**config.mk**
```make
export PLATFORM = sky130hd
export DESIGN_NAME = sdx_block_engine
export DESIGN_NICKNAME = d
export VERILOG_FILES = /design/src/rtl/sdx_pkg.sv /design/src/rtl/sdx_spi_byte.sv /design/src/rtl/sdx_addr_map.sv /design/src/rtl/sdx_ctrl.sv /design/src/rtl/sdx_block_engine.sv
export SDC_FILE = /design/constraint.sdc
export NUM_CORES = 1
export LEC_CHECK = 0
export ABC_CLOCK_PERIOD_IN_PS = 1800
export BUFFER_PORTS_ARGS = -buffer_cell sky130_fd_sc_hd__buf_4
export CAP_MARGIN = 20
export CORE_UTILIZATION = 35
export DETAILED_ROUTE_END_ITERATION = 8
export HOLD_SLACK_MARGIN = 0.12
export SLEW_MARGIN = 20
export SYNTH_ARGS = -nofsm -noshare
export SYNTH_HDL_FRONTEND = slang
export SYNTH_SLANG_ARGS = --single-unit
```
**constraint.sdc**
```tcl
create_clock -name clk -period 1.8 [get_ports clk]
set_input_delay 0.36 -clock clk [delete_from_list [all_inputs] [get_ports clk]]
set_output_delay 0.36 -clock clk [all_outputs]
set_load 0.01 [all_outputs]
```
**src/rtl/sdx_pkg.sv**
```systemverilog
// Shared types and byte constants for the SD data-phase engine.
// Assumes SPI mode framing with 8-bit transfers.
package sdx_pkg;
    typedef enum logic [3:0] {
        ST_IDLE,
        ST_RPOLL,
        ST_RDATA,
        ST_RCRC,
        ST_WTOK,
        ST_WDATA,
        ST_WCRC,
        ST_WRESP,
        ST_WBUSY,
        ST_TAIL
    } xfer_st_e;

    localparam logic [7:0] TOK_START = 8'hFE;
    localparam logic [7:0] FILL_BYTE = 8'hFF;
    localparam logic [7:0] ACK_MASK  = 8'h1F;
    localparam logic [7:0] ACK_OK    = 8'h05;
endpackage

```
**src/rtl/sdx_spi_byte.sv**
```systemverilog
// SPI mode-0 byte shifter: one 8-bit exchange per go pulse, MSB first.
// sck idles low; MISO sampled on the rising edge, MOSI changes on the falling edge.
// Assumes go is only raised while idle is 1; each sck half period lasts CLK_DIV clocks.
module sdx_spi_byte #(
    parameter int CLK_DIV = 2
) (
    input  logic       clk,
    input  logic       rst_n,
    input  logic       go,
    input  logic [7:0] tx_byte,
    input  logic       miso,
    output logic       sck,
    output logic       mosi,
    output logic       fin,
    output logic [7:0] rx_byte,
    output logic       idle
);
    localparam int DIVW = (CLK_DIV > 1) ? $clog2(CLK_DIV) : 1;
    localparam logic [DIVW-1:0] DIV_LAST = DIVW'(CLK_DIV - 1);

    logic            act;
    logic            sck_r;
    logic [2:0]      bitc;
    logic [DIVW-1:0] divc;
    logic [7:0]      txsh;
    logic [7:0]      rxsh;

    // Shift engine: paces half periods, samples on rise, shifts on fall.
    always_ff @(posedge clk) begin
        if (!rst_n) begin
            act     <= 1'b0;
            sck_r   <= 1'b0;
            bitc    <= '0;
            divc    <= '0;
            txsh    <= 8'hFF;
            rxsh    <= '0;
            rx_byte <= '0;
            fin     <= 1'b0;
        end else begin
            fin <= 1'b0;
            if (!act) begin
                if (go) begin
                    act   <= 1'b1;
                    txsh  <= tx_byte;
                    bitc  <= '0;
                    divc  <= '0;
                    sck_r <= 1'b0;
                end
            end else if (divc == DIV_LAST) begin
                divc <= '0;
                if (!sck_r) begin
                    sck_r <= 1'b1;
                    rxsh  <= {rxsh[6:0], miso};
                end else begin
                    sck_r <= 1'b0;
                    if (bitc == 3'd7) begin
                        act     <= 1'b0;
                        fin     <= 1'b1;
                        rx_byte <= rxsh;
                    end else begin
                        bitc <= bitc + 3'd1;
                        txsh <= {txsh[6:0], 1'b1};
                    end
                end
            end else begin
                divc <= divc + DIVW'(1);
            end
        end
    end

    // Pin drive: line held high between bytes.
    always_comb begin
        sck  = sck_r;
        mosi = act ? txsh[7] : 1'b1;
        idle = !act;
    end
endmodule

```
**src/rtl/sdx_addr_map.sv**
```systemverilog
// Converts a block number into the command argument for either capacity class.
// Byte-addressed cards take the block number scaled by the block size;
// block-addressed cards take it unchanged.
module sdx_addr_map #(
    parameter int ADDR_W    = 32,
    parameter int BLK_SHIFT = 9
) (
    input  logic [ADDR_W-1:0] block_num,
    input  logic              high_cap,
    output logic [ADDR_W-1:0] cmd_arg
);
    // Argument select: scale only for byte-addressed cards.
    always_comb begin
        cmd_arg = high_cap ? block_num : (block_num << BLK_SHIFT);
    end
endmodule

```
**src/rtl/sdx_ctrl.sv**
```systemverilog
// Sequencer for one data phase: token poll, payload, check bytes, write
// acknowledge, busy wait and trailing byte. Drives the byte shifter one byte
// at a time. Assumes DATA_BYTES >= 2 and POLL_LIMIT >= 2.
module sdx_ctrl
    import sdx_pkg::*;
#(
    parameter int DATA_BYTES = 512,
    parameter int POLL_LIMIT = 4096
) (
    input  logic       clk,
    input  logic       rst_n,
    input  logic       start,
    input  logic       write_mode,
    input  logic [7:0] wr_data,
    input  logic       wr_valid,
    output logic       wr_ready,
    input  logic       fin,
    input  logic [7:0] rx_byte,
    output logic       go,
    output logic [7:0] tx_byte,
    output logic       cs_n,
    output logic [7:0] rd_data,
    output logic       rd_valid,
    output logic       done,
    output logic       error,
    output logic [2:0] err_status,
    output logic       busy
);
    localparam int CNTW = $clog2(DATA_BYTES);
    localparam int PLW  = $clog2(POLL_LIMIT);
    localparam logic [CNTW-1:0] CNT_LAST  = CNTW'(DATA_BYTES - 1);
    localparam logic [CNTW-1:0] CRC_LAST  = CNTW'(1);
    localparam logic [PLW-1:0]  POLL_LAST = PLW'(POLL_LIMIT - 1);

    xfer_st_e        state;
    logic            launched;
    logic [CNTW-1:0] cnt;
    logic [PLW-1:0]  poll;

    // Byte launch: one exchange outstanding at a time; payload writes wait for the producer.
    always_comb begin
        busy     = (state != ST_IDLE);
        wr_ready = (state == ST_WDATA) && !launched;
        go       = busy && !launched && ((state != ST_WDATA) || wr_valid);
        case (state)
            ST_WTOK:  tx_byte = TOK_START;
            ST_WDATA: tx_byte = wr_data;
            default:  tx_byte = FILL_BYTE;
        endcase
    end

    // Phase sequencer: advances on each completed byte.
    always_ff @(posedge clk) begin
        if (!rst_n) begin
            state      <= ST_IDLE;
            launched   <= 1'b0;
            cnt        <= '0;
            poll       <= '0;
            cs_n       <= 1'b1;
            rd_data    <= '0;
            rd_valid   <= 1'b0;
            done       <= 1'b0;
            error      <= 1'b0;
            err_status <= '0;
        end else begin
            done     <= 1'b0;
            rd_valid <= 1'b0;
            if (go) begin
                launched <= 1'b1;
            end
            if (state == ST_IDLE) begin
                if (start) begin
                    cs_n       <= 1'b0;
                    error      <= 1'b0;
                    err_status <= '0;
                    cnt        <= '0;
                    poll       <= '0;
                    state      <= write_mode ? ST_WTOK : ST_RPOLL;
                end
            end else if (fin) begin
                launched <= 1'b0;
                case (state)
                    ST_RPOLL: begin
                        if (rx_byte == TOK_START) begin
                            cnt   <= '0;
                            state <= ST_RDATA;
                        end else if (poll == POLL_LAST) begin
                            error <= 1'b1;
                            cs_n  <= 1'b1;
                            state <= ST_TAIL;
                        end else begin
                            poll <= poll + PLW'(1);
                        end
                    end
                    ST_RDATA: begin
                        rd_valid <= 1'b1;
                        rd_data  <= rx_byte;
                        if (cnt == CNT_LAST) begin
                            cnt   <= '0;
                            state <= ST_RCRC;
                        end else begin
                            cnt <= cnt + CNTW'(1);
                        end
                    end
                    ST_RCRC: begin
                        if (cnt == CRC_LAST) begin
                            cs_n  <= 1'b1;
                            state <= ST_TAIL;
                        end else begin
                            cnt <= cnt + CNTW'(1);
                        end
                    end
                    ST_WTOK: begin
                        cnt   <= '0;
                        state <= ST_WDATA;
                    end
                    ST_WDATA: begin
                        if (cnt == CNT_LAST) begin
                            cnt   <= '0;
                            state <= ST_WCRC;
                        end else begin
                            cnt <= cnt + CNTW'(1);
                        end
                    end
                    ST_WCRC: begin
                        if (cnt == CRC_LAST) begin
                            state <= ST_WRESP;
                        end else begin
                            cnt <= cnt + CNTW'(1);
                        end
                    end
                    ST_WRESP: begin
                        if ((rx_byte & ACK_MASK) == ACK_OK) begin
                            state <= ST_WBUSY;
                        end else begin
                            error      <= 1'b1;
                            err_status <= rx_byte[3:1];
                            cs_n       <= 1'b1;
                            state      <= ST_TAIL;
                        end
                    end
                    ST_WBUSY: begin
                        if (rx_byte != 8'h00) begin
                            cs_n  <= 1'b1;
                            state <= ST_TAIL;
                        end
                    end
                    ST_TAIL: begin
                        done  <= 1'b1;
                        state <= ST_IDLE;
                    end
                    default: state <= ST_IDLE;
                endcase
            end
        end
    end
endmodule

```
**src/rtl/sdx_block_engine.sv**
```systemverilog
// Top of the SD single-block data-phase engine. Runs after the card has
// accepted a block command; owns the SPI pins for the data phase only.
// Assumes the caller issues start only while no transfer is in progress.
module sdx_block_engine #(
    parameter int DATA_BYTES = 512,
    parameter int POLL_LIMIT = 4096,
    parameter int CLK_DIV    = 2,
    parameter int ADDR_W     = 32,
    parameter int BLK_SHIFT  = 9
) (
    input  logic              clk,
    input  logic              rst_n,
    input  logic              start,
    input  logic              write_mode,
    input  logic [ADDR_W-1:0] block_num,
    input  logic              high_cap,
    output logic [ADDR_W-1:0] cmd_arg,
    output logic [7:0]        rd_data,
    output logic              rd_valid,
    input  logic [7:0]        wr_data,
    input  logic              wr_valid,
    output logic              wr_ready,
    output logic              done,
    output logic              error,
    output logic [2:0]        err_status,
    output logic              spi_sck,
    output logic              spi_mosi,
    input  logic              spi_miso,
    output logic              spi_cs_n
);
    logic       go;
    logic [7:0] tx_byte;
    logic       fin;
    logic [7:0] rx_byte;
    logic       sh_idle;
    logic       xfer_busy;

    sdx_addr_map #(.ADDR_W(ADDR_W), .BLK_SHIFT(BLK_SHIFT)) u_addr (
        .block_num (block_num),
        .high_cap  (high_cap),
        .cmd_arg   (cmd_arg)
    );

    sdx_ctrl #(.DATA_BYTES(DATA_BYTES), .POLL_LIMIT(POLL_LIMIT)) u_ctrl (
        .clk        (clk),
        .rst_n      (rst_n),
        .start      (start),
        .write_mode (write_mode),
        .wr_data    (wr_data),
        .wr_valid   (wr_valid),
        .wr_ready   (wr_ready),
        .fin        (fin),
        .rx_byte    (rx_byte),
        .go         (go),
        .tx_byte    (tx_byte),
        .cs_n       (spi_cs_n),
        .rd_data    (rd_data),
        .rd_valid   (rd_valid),
        .done       (done),
        .error      (error),
        .err_status (err_status),
        .busy       (xfer_busy)
    );

    sdx_spi_byte #(.CLK_DIV(CLK_DIV)) u_shift (
        .clk     (clk),
        .rst_n   (rst_n),
        .go      (go && sh_idle),
        .tx_byte (tx_byte),
        .miso    (spi_miso),
        .sck     (spi_sck),
        .mosi    (spi_mosi),
        .fin     (fin),
        .rx_byte (rx_byte),
        .idle    (sh_idle)
    );
endmodule

```
# ---- After elaboration in Yosys (flattened, before gate mapping)
# Index checks and enable logic that the tools add are counted.
dict set report op_classes {
  n_addsub 4
  n_mul 0
  div_mod_pow 0
  order_cmp 0
  n_eq_ne 34
  n_shift 0
  muxes 73
  n_bitwise 4
  n_reduce_logical 32
}
# operator count
set op_table {}
lappend op_table {{2-to-1 mux 12 bit} 6}
lappend op_table {{2-to-1 mux 9 bit} 6}
lappend op_table {{2-to-1 mux 4 bit} 10}
lappend op_table {{2-to-1 mux 8 bit} 5}
lappend op_table {{one-hot mux 9 bit (4 select lines)} 1}
lappend op_table {{2-to-1 mux 3 bit} 11}
lappend op_table {{2-to-1 mux 32 bit} 1}
lappend op_table {{one-hot mux 4 bit (8 select lines)} 1}
lappend op_table {{2-to-1 mux 1 bit} 29}
lappend op_table {{!= test 3 x 1 -> 1 bit, second input constant} 6}
lappend op_table {{== test 4 x 3 -> 1 bit, second input constant} 4}
lappend op_table {{one-hot mux 8 bit (2 select lines)} 1}
lappend op_table {{AND reduction 4 bit} 4}
lappend op_table {{AND reduction 8 bit} 2}
lappend op_table {{adder 12 x 1 -> 12 bit, second input constant} 1}
lappend op_table {{== test 12 bit, second input constant} 1}
lappend op_table {{AND reduction 5 bit} 2}
lappend op_table {{nonzero test 5 bit} 2}
lappend op_table {{adder 9 x 1 -> 9 bit, second input constant} 1}
lappend op_table {{== test 9 x 1 -> 1 bit, second input constant} 1}
lappend op_table {{== test 9 bit, second input constant} 1}
lappend op_table {{!= test 3 x 2 -> 1 bit, second input constant} 3}
lappend op_table {{== test 4 x 2 -> 1 bit, second input constant} 2}
lappend op_table {{== test 4 bit, second input constant} 2}
lappend op_table {{other kinds (27)} 44}
dict set report totals {
  regBits 72
  latchBits 0
  ramBits 0
  rom_bits 0
  inputBits 47
  out_inout_bits 50
  wordCells 165
  n_memories 0
}

# ---- Depth between registers and ports, before layout
dict set report depth {
  ltp_word 6
  ltp_mapped 9
  depth_no_buf 9
}

# ---- By module
# A second synthesis with hierarchy kept.
dict set report hier_totals {
  cells_unflattened 459
  area_unflattened_um2 4122.7
}
# mod instances cells_each area_each_um2 seq_area_each_um2
set modules_own_cells {}
lappend modules_own_cells {sdx_ctrl 1 284 2394.8 820.8}
lappend modules_own_cells {sdx_spi_byte 1 139 1386.3 620.6}
lappend modules_own_cells {sdx_addr_map 1 35 335.3 0.0}
lappend modules_own_cells {sdx_block_engine 1 1 6.3 0.0}

# ---- Worst setup path after synthesis
# OpenSTA, ideal clock, no wires.
dict set report synth_path {
  kind {register -> register}
  startpoint {register u_shift.fin}
  endpoint {register u_ctrl.cnt[6]}
  setup_time_ns 0.070
  arrival_ns 1.827
  required_time_ns 1.730
  slack_ns -0.097
  path_stages_with_launch 7
  path_buffers 1
  period_less_slack_ns 1.897
  path_cell_list {dfxtp_1 -> a21bo_4 -> a2111oi_4 -> nand3_2 -> buf_6 -> or4_1 -> a21oi_1}
}
dict set report synth_between {
  elab_chain_cells 2
}
# item line_no
set synth_rtl {}
lappend synth_rtl {{start, declared} sdx_spi_byte.sv:14} ;# output logic fin,
lappend synth_rtl {{start signal, assigned} sdx_spi_byte.sv:38} ;# fin <= 1'b0;
lappend synth_rtl {{start signal, assigned} sdx_spi_byte.sv:40} ;# fin <= 1'b0;
lappend synth_rtl {{start signal, assigned} sdx_spi_byte.sv:58} ;# fin <= 1'b1;
lappend synth_rtl {{nonzero test 2 bit (no source line)} n/a}
lappend synth_rtl {{AND reduction 5 bit (no source line)} n/a}
lappend synth_rtl {{end signal, assigned} sdx_ctrl.sv:102} ;# cnt <= cnt + CNTW'(1);
lappend synth_rtl {{end signal, assigned} sdx_ctrl.sv:110} ;# cnt <= cnt + CNTW'(1);
lappend synth_rtl {{end signal, assigned} sdx_ctrl.sv:122} ;# cnt <= cnt + CNTW'(1);
lappend synth_rtl {{end, declared} sdx_ctrl.sv:37} ;# logic [CNTW-1:0] cnt;
# Every way passes these cells.
# A chain may end at the register's enable or synchronous reset.

# ---- Worst setup path after layout
dict set report layout_path {
  startpoint {register u_ctrl.state[0]}
  endpoint {register u_ctrl.state[3]}
}
dict set report layout_between {
  elab_chain_cells 4
  word_cells_on_any_way 21
  cone_classes {eq/ne: 15; mux: 3; reduce/logical: 3}
}
# item line_no
set layout_rtl {}
lappend layout_rtl {{start, declared} sdx_ctrl.sv:35} ;# xfer_st_e state;
lappend layout_rtl {{start signal, assigned} sdx_ctrl.sv:78} ;# state <= write_mode ? ST_WTOK : ST_RPOLL;
lappend layout_rtl {{== test 4 bit (tied with other cells)} sdx_ctrl.sv:82} ;# case (state)
lappend layout_rtl {{one-hot mux 4 bit (8 select lines)} sdx_ctrl.sv:82}
lappend layout_rtl {{2-to-1 mux 4 bit} sdx_ctrl.sv:80} ;# end else if (fin) begin
lappend layout_rtl {{2-to-1 mux 4 bit} sdx_ctrl.sv:71} ;# if (state == ST_IDLE) begin
# Several ways; a longest one is shown, not always the timed one. The select of a mux whose other input is x is not followed.

==> results.json <==
{
  "relSlewSlack_pct": 66.8,
  "worstMarginPinSlew_ps": 496,
  "critPathLaunchType": "register",
  "overflow": 0,
  "p_leak_nw": 2.50,
  "grt_pass1_vias": 3810,
  "nets": 687,
  "cts_max_level": 3,
  "power_density_nw_per_um2": 1060,
  "synth.most_common_cell": "dfxtp_1",
  "fp-row-count": 37,
  "max_cap_violations": 0,
  "violations": "negative setup slack",
  "track_usage_pct": 19.8,
  "critPathCaptureType": "register",
  "slew_viol_final": 0,
  "fmax_mhz": 510,
  "synth_common_cells": "dfxtp_1 (72), nand2_1 (68), nor2_1 (39), a21oi_1 (38), mux2_2 (24)",
  "initialDrtViolationCount": 189,
  "yosys_register_bits": 72,
  "vias_per_cell": 5.21,
  "drc_errors": 0,
  "cts_tree": "built",
  "io_buffers": 96,
  "hold_buffers": 0,
  "antenna_left": 0,
  "peakVddDrop_v": 0.000502,
  "cts_sinks": 72,
  "synth_area_per_cell_sq_um": 8.47,
  "initial_core_util_pct": 36.5,
  "postSynthCellCount": 451,
  "coreArea_sq_um": 10500,
  "ys.flop_type": "dfxtp_1",
  "gp_congestion": 0.871,
  "diodes": 0,
  "grt_pass1_wl_um": 18200,
  "io-pin-count": 97,
  "drive_gt1_share_pct": 46.8,
  "crit_required_ps": 2050,
  "grt_max_degree": 35,
  "dpl.hpwl_um": 8100,
  "antenna_found_initial": 0,
  "async_flop_share_pct": 0,
  "fin_crit_sh_pct": 109,
  "crit_type": "reg -> reg",
  "clk_pin_slew_ps": 80,
  "synth_edf_count": 0,
  "period_needed_ps": 1960,
  "vias": 4038,
  "synth_area_leaders": "dfxtp_1 (38%), mux2_2 (7.1%), nand2_1 (6.7%)",
  "grt_setup_unrepaired": "true",
  "synth.distinct_cells": 62,
  "dieArea_sq_um": 11300,
  "die_w_um": 106,
  "dr.pass1.iters": 4,
  "yosysTopAreaCell": "dfxtp_1",
  "wl_per_cell_um": 14.7,
  "cts_buffers": 9,
  "clock_latency_ps": 350,
  "worst_slack_ps": -162,
  "crit_fanout": 8,
  "cts-root-buf": "clkbuf_8",
  "top_usage_layer": "met2",
  "yosysSeqAreaShare_pct": 37.7,
  "met2_usage_pct": 33.1,
  "seq_area_sq_um": 1460,
  "stdcell_count": 775,
  "use_met3_pct": 3.43,
  "dp.cells": 741,
  "fillers": 952,
  "fin_worst_skew_ps": 11.4,
  "synth_top_area_share_pct": 37.7,
  "post_synth_instance_area_sq_um": 3820,
  "setup_viol": 15,
  "gr-usage-met1_pct": 25.8,
  "die_height_um": 106,
  "fin_total_pwr_w": 0.00627,
  "area_delta_synth_final_pct": 54.9,
  "finalHoldViolCount": 0,
  "cp.arrival_ps": 2210,
  "yosysWarningCount": 0,
  "ctsLongestPathBuffers": 2,
  "routed_wl_um": 11400,
  "multi_input_area_sq_um": 2510,
  "synthesis.nets": 504,
  "status": "finished, violations left",
  "hp-class": "in -> reg"
}
[timing repair]
action,CTS,global route
setup buffers,10,9
endpoints found under the setup margin,35,33
pin swaps,11,21
endpoints found under the hold margin,0,0
gates resized for setup,31,52
cloned,0,1
[layer usage]
layer,part of all wire [%],wire length (um)
met1,43,4930
met2,51,5830
met3,4.3,491
met4,1.3,153
met5,0,0
[through the flow]
step	hold slack, ps	setup WS, ps	cell area [sq um]	utilization [%]	setup TNS, ps
2_1_floorplan	432	-50.1	3840	-	-193
3_3_place_gp	448	-123	5260	50.3	-958
3_5_place_dp	448	-196	5260	50.3	-1670
4_1_cts	241	-104	5630	53.8	-349
5_1_grt	248	-177	5920	56.5	-2520
6_report	254	-162	5920	56.5	-1010
[report_power, final]
part / internal [W] / switching, W / leakage [nW] / total (W)
registers: 0.00176 / 0.000150 / 0.590 / 0.00191
logic: 0.00167 / 0.00148 / 1.83 / 0.00314
clock network: 0.000524 / 0.000691 / 0.0848 / 0.00122
total: 0.00395 / 0.00232 / 2.50 / 0.00627
[worst paths after layout]
| path | start | end | slack (ps) | cells past startpoint |
|---|---|---|---|---|
| worst max-delay path | u_ctrl.state[0] | u_ctrl.state[3] | -160 | 8 |
| worst min-delay path | spi_miso | u_shift.rxsh[0] | 250 | 3 |
| worst max register to register | u_ctrl.state[0] | u_ctrl.state[3] | -160 | 8 |
| worst min register to register | u_shift.rxsh[7] | u_shift.rx_byte[7] | 450 | 2 |
[logic make-up after synthesis]
family | Yosys count | synth area share, %
simple gates | 198 | 26.7
compound gates | 96 | 17.3
flops | 72 | 37.7
mux | 39 | 11.0
buf+inv | 32 | 3.51
xor+xnor | 8 | 1.83
fa+ha+maj | 6 | 1.97
[registers in the layout, summed over array words and instances (netlist names)]
signal / flops
u_ctrl.cnt: 9
u_ctrl.cs_n: 1
u_ctrl.done: 1
u_ctrl.err_status: 3
u_ctrl.error: 1
u_ctrl.launched: 1
u_ctrl.poll: 12
u_ctrl.rd_data: 8
u_ctrl.rd_valid: 1
u_ctrl.state: 4
u_shift.act: 1
u_shift.bitc: 3
u_shift.divc: 1
u_shift.fin: 1
u_shift.rx_byte: 8
u_shift.rxsh: 8
u_shift.sck: 1
u_shift.txsh: 8
[critical path: stages (launching register included)]
cell	delay, ps
dfxtp_2	340
buf_12	140
buf_6	110
nor4_4	250
buf_6	170
mux2_4	330
and3_4	170
and2_4	160
a311oi_1	210
[cell type report]
| class | instances | area share (%) |
|---|---|---|
| clock inverter | 7 | 1.02 |
| inverter | 10 | 0.635 |
| clock buffer | 9 | 2.09 |
| sequential | 72 | 24.7 |
| tap | 136 | 2.88 |
| timing repair buffer | 193 | 26.1 |
| multi-input combinational | 348 | 42.5 |
[layout by cell type, fill, tap and decap left out, types with 9 or more instances in the layout]
master    instances
nor2_1           39
clkbuf_8          9
buf_4           174
mux2_2           23
inv_1             9
and2_1           10
buf_6            16
nand4_1          13
a21oi_1          33
nand2_1          65
mux2i_1          15
o211ai_1         11
nand3_1          10
dfxtp_2          12
dfxtp_1          58
Note: power is estimated with default switching activity, not from simulation.
